==> src/rtl/dbgsw_pkg.sv <==
package dbgsw_pkg;

    typedef enum logic [1:0] {
        MODE_USER = 2'd0,
        MODE_JUMP = 2'd1,
        MODE_MON  = 2'd2,
        MODE_RET  = 2'd3
    } mode_e;

endpackage

==> src/rtl/dbgsw_inject.sv <==
module dbgsw_inject #(
    parameter int          AW       = 16,
    parameter logic [7:0]  JMP_OP   = 8'h02,
    parameter int          NB       = AW / 8,
    parameter int          CW       = $clog2(NB + 1)
) (
    input  logic          active,
    input  logic          use_resume,
    input  logic [CW-1:0] cnt,
    input  logic [AW-1:0] entry_addr,
    input  logic [AW-1:0] resume_addr,
    output logic          inj_en,
    output logic [7:0]    inj_byte
);

    logic [AW-1:0] tgt;
    logic [7:0]    abyte [NB];

    assign tgt = use_resume ? resume_addr : entry_addr;

    // byte 0 is the most significant address byte, sent first
    for (genvar g = 0; g < NB; g++) begin : g_slice
        assign abyte[g] = tgt[AW-1-8*g -: 8];
    end

    always_comb begin
        inj_byte = JMP_OP;
        for (int i = 0; i < NB; i++) begin
            if (cnt == CW'(i + 1)) inj_byte = abyte[i];
        end
        if (!active) inj_byte = 8'h00;
    end

    assign inj_en = active;

endmodule

==> src/rtl/dbgsw_fsm.sv <==
module dbgsw_fsm
    import dbgsw_pkg::*;
#(
    parameter int          AW        = 16,
    parameter logic [AW-1:0] EXIT_ADDR = 16'hFFF0,
    parameter int          NB        = AW / 8,
    parameter int          CW        = $clog2(NB + 1)
) (
    input  logic          clk,
    input  logic          rst_n,
    input  logic          fetch_stb,
    input  logic [AW-1:0] fetch_addr,
    input  logic          brk_hit,
    input  logic          host_run,
    output mode_e         mode,
    output logic [CW-1:0] cnt,
    output logic [AW-1:0] resume
);

    localparam logic [CW-1:0] LAST = CW'(NB);

    typedef struct packed {
        mode_e         mode;
        logic [CW-1:0] cnt;
        logic          armed;
        logic [AW-1:0] resume;
    } ctl_s;

    ctl_s q, d;

    always_comb begin
        d = q;
        unique case (q.mode)
            MODE_USER: begin
                if (fetch_stb && brk_hit) begin
                    d.mode   = MODE_JUMP;
                    d.cnt    = '0;
                    d.armed  = 1'b0;
                    d.resume = fetch_addr;
                end
            end
            MODE_JUMP: begin
                if (fetch_stb) begin
                    if (q.cnt == LAST) begin
                        d.mode = MODE_MON;
                        d.cnt  = '0;
                    end else begin
                        d.cnt = q.cnt + 1'b1;
                    end
                end
            end
            MODE_MON: begin
                if (host_run) d.armed = 1'b1;
                if (fetch_stb && fetch_addr == EXIT_ADDR && (q.armed || host_run)) begin
                    d.mode  = MODE_RET;
                    d.cnt   = CW'(1);
                    d.armed = 1'b0;
                end
            end
            MODE_RET: begin
                if (fetch_stb) begin
                    if (q.cnt == LAST) begin
                        d.mode = MODE_USER;
                        d.cnt  = '0;
                    end else begin
                        d.cnt = q.cnt + 1'b1;
                    end
                end
            end
            default: d.mode = MODE_USER;
        endcase
    end

    always_ff @(posedge clk or negedge rst_n) begin
        if (!rst_n) begin
            q <= '{mode: MODE_USER, cnt: '0, armed: 1'b0, resume: '0};
        end else begin
            q <= d;
        end
    end

    assign mode   = q.mode;
    assign cnt    = q.cnt;
    assign resume = q.resume;

    a_r1_reset_user: assert property (@(posedge clk) disable iff (!rst_n)
        $past(!rst_n) |-> q.mode == MODE_USER);

    a_r2_break_enters_jump: assert property (@(posedge clk) disable iff (!rst_n)
        (q.mode == MODE_USER && fetch_stb && brk_hit) |=> (q.mode == MODE_JUMP && q.cnt == '0));

    a_r8_resume_captured: assert property (@(posedge clk) disable iff (!rst_n)
        (q.mode == MODE_USER && fetch_stb && brk_hit) |=> q.resume == $past(fetch_addr));

    a_r4_jump_to_monitor: assert property (@(posedge clk) disable iff (!rst_n)
        (q.mode == MODE_JUMP && fetch_stb && q.cnt == LAST) |=> q.mode == MODE_MON);

    a_r5_no_exit_unarmed: assert property (@(posedge clk) disable iff (!rst_n)
        (q.mode == MODE_MON && !q.armed && !host_run) |=> q.mode == MODE_MON);

    a_r7_return_to_user: assert property (@(posedge clk) disable iff (!rst_n)
        (q.mode == MODE_RET && fetch_stb && q.cnt == LAST) |=> q.mode == MODE_USER);

    a_r9_resume_held: assert property (@(posedge clk) disable iff (!rst_n)
        (q.mode != MODE_USER) |=> $stable(q.resume));

    a_r10_no_arm_outside: assert property (@(posedge clk) disable iff (!rst_n)
        (q.mode != MODE_MON) |=> !q.armed);

endmodule

==> src/rtl/dbgsw_top.sv <==
module dbgsw_top
    import dbgsw_pkg::*;
#(
    parameter int            AW        = 16,
    parameter logic [7:0]    JMP_OP    = 8'h02,
    parameter logic [AW-1:0] MON_ENTRY = 16'hF800,
    parameter logic [AW-1:0] EXIT_ADDR = 16'hFFF0
) (
    input  logic          clk,
    input  logic          rst_n,
    input  logic          fetch_stb,
    input  logic [AW-1:0] fetch_addr,
    input  logic          brk_hit,
    input  logic          host_run,
    output logic          inj_en,
    output logic [7:0]    inj_byte,
    output logic          ext_space,
    output logic          irq_mask,
    output logic          periph_clk_stop
);

    localparam int NB = AW / 8;
    localparam int CW = $clog2(NB + 1);

    mode_e         mode;
    logic [CW-1:0] cnt;
    logic [AW-1:0] resume;
    logic          debug_on;

    dbgsw_fsm #(.AW(AW), .EXIT_ADDR(EXIT_ADDR), .NB(NB), .CW(CW)) u_fsm (
        .clk        (clk),
        .rst_n      (rst_n),
        .fetch_stb  (fetch_stb),
        .fetch_addr (fetch_addr),
        .brk_hit    (brk_hit),
        .host_run   (host_run),
        .mode       (mode),
        .cnt        (cnt),
        .resume     (resume)
    );

    dbgsw_inject #(.AW(AW), .JMP_OP(JMP_OP), .NB(NB), .CW(CW)) u_inj (
        .active      (mode == MODE_JUMP || mode == MODE_RET),
        .use_resume  (mode == MODE_RET),
        .cnt         (cnt),
        .entry_addr  (MON_ENTRY),
        .resume_addr (resume),
        .inj_en      (inj_en),
        .inj_byte    (inj_byte)
    );

    assign debug_on        = (mode != MODE_USER);
    assign ext_space       = debug_on;
    assign irq_mask        = debug_on;
    assign periph_clk_stop = debug_on;

    a_r4_monitor_no_inject: assert property (@(posedge clk) disable iff (!rst_n)
        (mode == MODE_MON) |-> (!inj_en && ext_space && irq_mask && periph_clk_stop));

    a_r3_jump_opcode_first: assert property (@(posedge clk) disable iff (!rst_n)
        ($rose(mode == MODE_JUMP)) |-> (inj_en && inj_byte == JMP_OP));

    a_r7_user_quiet: assert property (@(posedge clk) disable iff (!rst_n)
        (mode == MODE_USER) |-> (!inj_en && !ext_space && !irq_mask && !periph_clk_stop));

endmodule

==> config.mk <==
export PLATFORM = sky130hd
export DESIGN_NAME = dbgsw_top
export DESIGN_NICKNAME = d
export VERILOG_FILES = /design/src/rtl/dbgsw_pkg.sv /design/src/rtl/dbgsw_inject.sv /design/src/rtl/dbgsw_fsm.sv /design/src/rtl/dbgsw_top.sv
export SDC_FILE = /design/constraint.sdc
export NUM_CORES = 1
export LEC_CHECK = 0
export BUFFER_PORTS_ARGS = -buffer_cell sky130_fd_sc_hd__buf_2
export CORE_MARGIN = 2
export CORE_UTILIZATION = 30
export CTS_BUF_LIST = sky130_fd_sc_hd__clkbuf_16
export CTS_CLUSTER_SIZE = 28
export DETAILED_ROUTE_END_ITERATION = 10
export GPL_ROUTABILITY_DRIVEN = 0
export GPL_TIMING_DRIVEN = 1
export PLACE_DENSITY_LB_ADDON = 0.12
export SLEW_MARGIN = 5
export SYNTH_ARGS = -nofsm -noshare
export SYNTH_HDL_FRONTEND = slang
export SYNTH_HIERARCHICAL = 1
export SYNTH_SLANG_ARGS = --single-unit
==> constraint.sdc <==
create_clock -name clk -period 3.85 [get_ports clk]
set_clock_uncertainty 0.05 [all_clocks]
set_input_delay 0.385 -clock clk [delete_from_list [all_inputs] [get_ports clk]]
set_output_delay 0.385 -clock clk [all_outputs]
set_load 0.05 [all_outputs]
; Yosys cells after proc, flatten, opt, wreduce, memory -nomap -nowiden
; Index checks and enable logic that the tools add are counted.
[totals]
register_bits = 21
input_bits = 21
out_inout_bits = 12
word_cells = 44
[classes]
add_sub_neg = 1
n_eq_ne = 13
mux = 14
reduce_logical = 12
[op_table]
columns = op, count
row1 = $mux 8, 3
row2 = $mux 21, 1
row3 = $eq 16x16->1 const B, 1
row4 = $mux 16, 1
row5 = $pmux 4 s4, 1
row6 = $mux 4, 2
row7 = $eq 2x2->1 const B, 3
row8 = $mux 2, 3
row9 = $ne 2x1->1 const B, 3
row10 = $ne 2x2->1 const B, 3
row11 = $reduce_and 6->1, 1
row12 = $mux 5, 1
row13 = $eq 2x1->1 const B, 2
row14 = $reduce_and 4->1, 1
row15 = $reduce_bool 2->1, 2
row16 = $logic_and 1x1->1, 3
row17 = $ne 3x2->1 const B, 1
row18 = $reduce_and 3->1, 1
row19 = $add 2x1->2 const B, 1
row20 = $logic_not 2->1, 1
row21 = $logic_or 1x1->1, 2
row22 = $pmux 1 s2, 1
row23 = $reduce_and 2->1, 1
row24 = $mux 1, 1

; Longest topological paths before layout
; Gate-level depths: netlist (run 1).
[depth]
ltp_word = 5
ltp_mapped = 7
ltp_nobuf = 4

; Hierarchy
; The synthesis (run 1) kept the hierarchy.
[modules_own_cells]
columns = module, n_inst, cells_per_inst, area_each_um2, seq_area_each_um2
row1 = dbgsw_fsm, 1, 92, 1099.8, 525.5
row2 = dbgsw_inject, 1, 38, 322.8, 0.0
row3 = dbgsw_top, 1, 7, 40.0, 0.0

; Worst setup path after synthesis (run 1)
; OpenSTA, ideal clock, no wires.
[synth_path]
path_type = reg2out
from = register u_fsm.q (netlist bit u_fsm/mode[1])
to = output port inj_byte[6]
arrival_ns = 2.222
required_time_ns = 3.415
slack_ns = 1.193
path_stages_with_launch = 7
n_path_buf = 3
path_cell_list = dfrtp_1 buf_4 and2_2 buf_6 buf_12 a221oi_1 a211oi_1
[synth_via]
elab_chain_len = 5
elab_cells_between_ends = 7
classes_between = 2 x eq/ne / 4 x mux / 1 x reduce/logical
[synth_lines]
columns = element, line_no
row1 = "start, declared", dbgsw_fsm.sv:29  ; ctl_s q, d;
row2 = "start signal, assigned", dbgsw_fsm.sv:76  ; q <= '{mode: MODE_USER, cnt: '0, armed: 1'b0, resume: '0};
row3 = $eq 2x2->1, "dbgsw_top.sv:43, dbgsw_top.sv:44"
row4 = $mux 16, dbgsw_inject.sv:19  ; assign tgt = use_resume ? resume_addr : entry_addr;
row5 = $mux 8 (2 in a row), dbgsw_inject.sv:29  ; if (cnt == CW'(i + 1)) inj_byte = abyte[i];
row6 = $mux 8 (*), dbgsw_inject.sv:31  ; if (!active) inj_byte = 8'h00;
row7 = "end, declared", dbgsw_top.sv:16  ; output logic [7:0] inj_byte,
; Every way passes the cells marked *; elsewhere a longest branch is shown, timed or not.

; Worst setup path after layout (run 1)
[layout_path]
from = register u_fsm.q (netlist bit u_fsm/mode[0])
to = output port inj_byte[1]
; The elaborated chain is that of the path after synthesis.

==> impl_summary.log, run 1 <==
[metrics] chip width: 73.83 um
[metrics] Cell Area, Synth: roughly 1500 um^2
[metrics] post-detailed-placement half-perimeter wirelength: 2311 um
[metrics] Root Buffer Master: clkbuf_16
[metrics] number of endpoints with negative hold slack in the final report: 0
[metrics] average via count per standard cell: 4.336
[metrics] gr ovfl total: 0
[metrics] sequential fraction of the synthesis area: 0.3593
[metrics] area growth from synthesis to layout: 9.923%
[metrics] worst voltage drop across the vdd grid: 0.2650 mV
[metrics] CTS-repair resized insts: 0
[metrics] hold bufs inserted after CTS: 0
[metrics] wire length of the first global-routing pass: 4795 um
[metrics] maximum number of pins on one net before global-route repair: 22
[metrics] library cell contributing the largest single delay on the critical path: dfrtp_1
[metrics] most frequently used flop master after synthesis: dfrtp_1
[metrics] total power density per cell area: 842.5 nW/um^2
[metrics] minimum hold slack: 0.04247 ns
[metrics] fraction of registers with async set or reset after synthesis: 1.000
[metrics] area of the placeable core: around 4700 um^2
[metrics] nature of the critical path endpoint: primary output
[metrics] Total Negative Setup Slacks: 0 ns
[metrics] type of the most critical hold path: input port to asynchronous set/reset pin
[metrics] violation count after the first detailed-routing iteration: 27
[metrics] detailed-route wire length per cell: between 10 and 15 um
[metrics] post-synthesis average cell area: about 11 um^2
[metrics] # IOs: 33
[metrics] yosys warns: 6
[metrics] drt pass-1 iters: 4
[metrics] Inst Count DP: 222
[metrics] Clock Latency Late Sink: between 0.2 and 0.3 ns
[metrics] count of mapped cells out of synthesis: 137
[metrics] DRC: 0
[metrics] Reg2Reg Depth: 2
[metrics] number of clock sinks seen by CTS: 21
[metrics] total buffers and inverters traversed by the critical path: 1
[metrics] Final ANT Viol Nets: 0
[metrics] Distinct cells, synth: 34
[metrics] crit start category: register
[metrics] crit path from: u_fsm/mode[0]
[metrics] Post CTS Setup Buffer Count: 0
[metrics] cell count along the critical path: 4
[metrics] clock tree from TritonCTS: yes
[metrics] Final WS setup: 1.283 ns
[metrics] row count: 25
[metrics] cell breakdown of the critical path: and2_2 -> mux2i_1 -> a221oi_2 -> buf_2
[metrics] number of setup violations in the final report: 0
[metrics] routed via count: 980
[metrics] Port Buffer Count: 32
[metrics] run status: complete, no violations
[metrics] Ant. Diodes: 0
[metrics] # nets final: approximately 180
[metrics] initial antenna violation count: 0
[metrics] Max Slew Vio Count: 0
[metrics] FILL cells: 507
[metrics] worst-path fanout max: 16
[metrics] arrival time of the worst setup path: around 2.1 ns
[metrics] final critical delay including setup and external delays: 2.567 ns
[metrics] reg-to-reg endpoint: u_fsm/resume[7]
[metrics] Critical R2R Launch: u_fsm/mode[0]
[metrics] endpoint of the most critical setup path: inj_byte[1]
[metrics] CTS H-tree depth: 1
[metrics] overall die area: 5450 um^2
[metrics] delay-heaviest family, CP: flip-flops
[metrics] maximum number of buffers from clock root to sink: 2
[metrics] final standard cell count with taps included and fillers excluded: 226
[metrics] number of flops mapped to enable cells by yosys: 0
[metrics] share of the clock period used by the worst path after layout: 0.6667
[metrics] FF+latch count, synth: 21
[metrics] die outline height: 73.83 um
[metrics] unrepaired setup endpoints after global routing: no
[metrics] type of the worst setup path: register to primary output
[metrics] slowest cell delay on critical path: just over 0.6 ns
[metrics] CTS Buf Count: 3
[metrics] slack of the worst reg-to-reg path: 2.00 ns
[metrics] vias in the first global route: 975
[metrics] transition time of the tightest slew-check pin: 0.7966 ns
[metrics] Leakage: 0.0007356 uW
[metrics] register clock-pin slew on the reported worst setup and hold paths: about 0.06 ns
[metrics] Relative slew margins: 0.4672
[metrics] aggregate global-route resource usage: 0.1160
[metrics] number of maximum-capacitance violations: 0
[metrics] Initial Util: 0.3097
[metrics] total wire length: 2917 um
[metrics] proportion of layout cells with a drive suffix above 1: 0.2830
[metrics] dpl ws: 1.540 ns
[metrics] Worst EP required: 3.41 ns
[metrics] timing-limited maximum frequency: 0.3896 GHz
sequential cells by signal, summed over array words and instances, names as in the netlist:
signal,flops
u_fsm/q,1
u_fsm/resume,16
u_fsm/mode,2
u_fsm/cnt,2
metal layers:
metal,share of wire,vias up,GRT usage
met5,0,-,0
met4,0.0045,0,0.03030
met3,0.036,2,0.02332
met2,0.48,14,0.1944
met1,0.47,466,0.1520
li1,-,498,-
cell type report:
type	count	area [um^2]	share of cell area
clock inverters	1	3.754	0.002335
flip-flops and latches	21	525.5	0.3268
inverters	3	11.26	0.007004
well taps	67	83.83	0.05214
clock buffers	3	75.07	0.04669
multi-input cells	99	748.2	0.4654
repair buffers	32	160.2	0.09961
how the worst min path moves through the flow:
| stage | end | cells past startpoint | from |
|---|---|---|---|
| after global placement | u_fsm/resume[13] | 1 | rst_n |
| final | u_fsm/resume[13] | 1 | rst_n |
| after global routing | u_fsm/resume[13] | 1 | rst_n |
| after CTS | u_fsm/resume[13] | 1 | rst_n |
| after detailed placement | u_fsm/resume[13] | 1 | rst_n |
| after floorplan | u_fsm/cnt[0] | 0 | rst_n |
worst reg2reg max path, cell delays in order (launching register included):
cell	delay, ns
dfrtp_1	0.53
nor3_4	0.74
mux2_2	0.41
stage by stage:
step / total power (uW) / instance area [um^2] / util
floorplan: 1192 / 1515 / -
global placement: 1144 / 1529 / 0.3237
detailed placement: 1157 / 1529 / 0.3237
CTS: 1376 / 1608 / 0.3404
global route: 1449 / 1608 / 0.3404
finish: 1355 / 1608 / 0.3404
placed cells by master, fill, tap and decap left out, drive strengths merged:
cell type	Yosys	routed
or2	1	1
and2	1	1
nor2b	2	2
a21oi	4	4
nand2b	3	3
a31o	1	1
o311ai	1	1
mux2i	14	14
o2bb2ai	1	1
dfrtp	21	21
conb	2	16
nor2	11	11
buf	27	32
a221oi	2	2
a22oi	1	1
a211oi	1	1
nand2	4	4
and2b	1	1
clkbuf	1	3
nor4b	2	2
inv	3	4
o22a	6	6
nand4b	2	2
mux2	17	17
nand4	4	4
xnor2	1	1
o21ai	1	1
a32o	1	1
nor3	1	1
report_power, final:
part	internal (uW)	leakage, uW	total, uW	switching [uW]
sequential	329	0.000252	432	103
clock	138	0.0000423	216	77.6
combinational	265	0.000441	707	441
synth_stat cells (2+ instances only):
master     n  share of area
dfrtp_1   21           0.36
conb_1     2         0.0051
nor2_1    11          0.028
a21oi_1    4          0.014
mux2i_1   14          0.096
nand4_1    4          0.017
mux2_2     5          0.038
nor2b_1    2         0.0086
o22a_1     6          0.036
inv_1      3         0.0077
nand2b_1   3          0.013
buf_6      3          0.023
nand2_1    4          0.010
nand4b_1   2          0.012
buf_4     23           0.12
mux2_1    12          0.092
logic make-up (layout without fill, tap and decap cells):
logic type | Yosys count | count (layout) | synth area share
simple gates | 32 | 32 | 0.1309
buf+inv | 31 | 39 | 0.1651
compound gates | 19 | 19 | 0.1069
other cells | 2 | 16 | 0.005135
xor+xnor | 1 | 1 | 0.005989
flops | 21 | 21 | 0.3593
mux | 31 | 31 | 0.2267
Note: power is estimated with default switching activity, not from simulation.
==> run 2: changes to the inputs <==
- ABC_AREA: not set -> 1
- clock period: 3.85 -> 2.65 ns (I/O delays scaled with it)
==> impl_summary.log, run 2 <==
[metrics] run status: complete, no violations
[metrics] FILL cells: 577
[metrics] Reg2Reg Depth: 3
[metrics] Max Slew Vio Count: 0
[metrics] count of mapped cells out of synthesis: 208
[metrics] Final ANT Viol Nets: 0
[metrics] number of maximum-capacitance violations: 0
[metrics] maximum number of buffers from clock root to sink: 2
[metrics] worst voltage drop across the vdd grid: 0.3506 mV
[metrics] reg-to-reg endpoint: u_fsm/resume[13]
[metrics] gr ovfl total: 0
[metrics] unrepaired setup endpoints after global routing: no
[metrics] most frequently used flop master after synthesis: dfrtp_1
[metrics] violation count after the first detailed-routing iteration: 38
[metrics] leading cell type in the layout, fill and taps excluded: nand2_1
[metrics] Min-Delay Endpoint: u_fsm/resume[0]
[metrics] wire length of the first global-routing pass: 5354 um
[metrics] CTS Buf Count: 3
[metrics] Distinct cells, synth: 25
[metrics] clock tree from TritonCTS: yes
[metrics] nature of the critical path endpoint: primary output
[metrics] flip-flop count of the largest register after layout: 16
[metrics] chip width: 76.15 um
[metrics] register clock-pin slew on the reported worst setup and hold paths: approximately 0.060 ns
[metrics] drt pass-1 iters: 4
[metrics] aggregate global-route resource usage: 0.1158
[metrics] Clock Latency Late Sink: 0.26 ns
[metrics] yosys warns: 6
[metrics] Ant. Diodes: 0
[metrics] # IOs: 33
[metrics] number of clock sinks seen by CTS: 21
[metrics] Relative slew margins: 0.5964
[metrics] FF+latch count, synth: 21
[metrics] average via count per standard cell: about 4.0
[metrics] DRC: 0
[metrics] final critical delay including setup and external delays: 2.386 ns
[metrics] area of the placeable core: 5075 um^2
[metrics] Root Buffer Master: clkbuf_16
[metrics] Worst EP required: ~2.3 ns
[metrics] fraction of registers with async set or reset after synthesis: 1.000
[metrics] top cells by instance count after synthesis: 72 x nand2_1, 23 x buf_4, 23 x inv_1
[metrics] Cell Area, Synth: approximately 1600 um^2
[metrics] post-detailed-placement half-perimeter wirelength: 2413 um
[metrics] area taken by flip-flops and latches: 525.5 um^2
[metrics] crit start category: register
[metrics] Total Negative Setup Slacks: 0 ns
[metrics] Critical R2R Launch: u_fsm/mode[0]
[metrics] vias in the first global route: 1101
[metrics] type of the most critical hold path: input port to register
[metrics] post-synthesis average cell area: 7.507 um^2
[metrics] type of the worst setup path: register to primary output
[metrics] Initial Util: 0.3077
[metrics] initial antenna violation count: 0
[metrics] routed via count: 1205
[metrics] share of the clock period used by the worst path after layout: 0.9003
[metrics] slack of the worst reg-to-reg path: 1.07 ns
[metrics] sequential fraction of the synthesis area: 0.3365
[metrics] post-synthesis cell type with the largest combined area: dfrtp_1
[metrics] detailed-route wire length per cell: 10.75 um
[metrics] maximum number of pins on one net before global-route repair: 22
[metrics] cell types occupying the most area after synthesis: dfrtp_1 34%, nand2_1 17%, buf_4 11%, mux2_4 6.7%, mux2_2 5.8%
[metrics] # nets final: 253
[metrics] total power density per cell area: 1066 nW/um^2
[metrics] number of endpoints with negative hold slack in the final report: 0
[metrics] total power after layout: 1839 uW
[metrics] leading cell type by number of instances after synthesis: nand2_1
[metrics] row count: 26
[metrics] die outline height: 76.15 um
[metrics] timing-limited maximum frequency: 0.4192 GHz
[metrics] arrival time of the worst setup path: 2.07 ns
[metrics] Port Buffer Count: 32
[metrics] multi-input logic area: 764.5 um^2
[metrics] number of setup violations in the final report: 0
[metrics] proportion of layout cells with a drive suffix above 1: 0.2511
[metrics] transition time of the tightest slew-check pin: 0.6047 ns
[metrics] most used cells in the layout excluding fill and tap cells: 72 x nand2_1, 32 x buf_2, 24 x inv_1, 21 x dfrtp_1, 16 x conb_1
[metrics] number of flops mapped to enable cells by yosys: 0
[metrics] hold wc startpoint: fetch_addr[0]
[metrics] total wire length: 3236 um
[metrics] Leakage: 0.0009569 uW
[metrics] CTS-repair resized insts: 0
[metrics] hold depth: 2
[metrics] CTS H-tree depth: 1
[metrics] worst-path fanout max: 17
[metrics] area growth from synthesis to layout: 10.50%
[metrics] area share of the largest cell type after synthesis: 0.3365
[metrics] overall die area: 5798 um^2
run 2: per-layer routing:
metal / global-route usage / part of all wire
met1: 0.1694 / 0.52
met2: 0.1679 / 0.43
met3: 0.02607 / 0.042
met4: 0.03818 / 0.0046
met5: 0 / 0
run 2: area by class of cell:
class,count,area share
clock inverter,1,0.002175
clock buffer,3,0.04351
tap,70,0.05076
multi-input combinational,148,0.4431
timing repair buffer,33,0.09862
sequential,21,0.3046
inverter,25,0.05729
run 2: timing repair:
| action | in CTS | in global routing |
|---|---|---|
| setup buffers | 0 | 0 |
| hold endpoints to repair | 21 | 0 |
| hold buffers | 1 | 0 |
run 2: metrics by stage:
step	setup WS, ns	utilization	hold slack (ns)	instances	instance area (um^2)
3_3_place_gp	0.5951	0.3225	0.2354	296	1637
3_5_place_dp	0.5371	0.3225	0.2336	296	1637
4_1_cts	0.2491	0.3400	0.1972	301	1725
6_report	0.2643	0.3400	0.2001	301	1725
5_1_grt	0.1323	0.3400	0.2017	301	1725
2_1_floorplan	0.5097	-	-0.08059	222	1614
run 2: logic make-up after synthesis:
family                 after synthesis  synth area share
flip-flops                          21            0.3365
AO/OA/AOI/OAI                       13           0.04487
other                                2          0.004809
buffers and inverters               53            0.2075
multiplexers                        15            0.1250
AND/OR/NAND/NOR                    104            0.2813
run 2: worst max path at each step:
| stage | depth (start not counted) | start | end |
|---|---|---|---|
| 6_report | 7 | u_fsm/mode[0] | inj_byte[2] |
| 5_1_grt | 7 | u_fsm/mode[0] | inj_byte[0] |
| 4_1_cts | 7 | u_fsm/mode[0] | inj_byte[2] |
| 3_5_place_dp | 7 | u_fsm/mode[0] | inj_byte[2] |
| 3_3_place_gp | 7 | u_fsm/mode[0] | inj_byte[0] |
| 2_1_floorplan | 9 | u_fsm/mode[0] | inj_byte[0] |
run 2: worst max-delay path, stage by stage, from the launching register on:
cell	delay, ns
dfrtp_1	0.55
nand2_1	0.08
inv_1	0.46
inv_6	0.13
nand2_1	0.09
nand3_1	0.07
a21oi_1	0.14
buf_2	0.28
run 2: power by group:
| group | switching (uW) | internal, uW | total, uW | leakage [uW] |
|---|---|---|---|---|
| Clock | 129 | 202 | 331 | 0.0000423 |
| Combinational | 593 | 320 | 913 | 0.000663 |
| Sequential | 116 | 479 | 594 | 0.000252 |
| Total | 838 | 1000 | 1840 | 0.000957 |
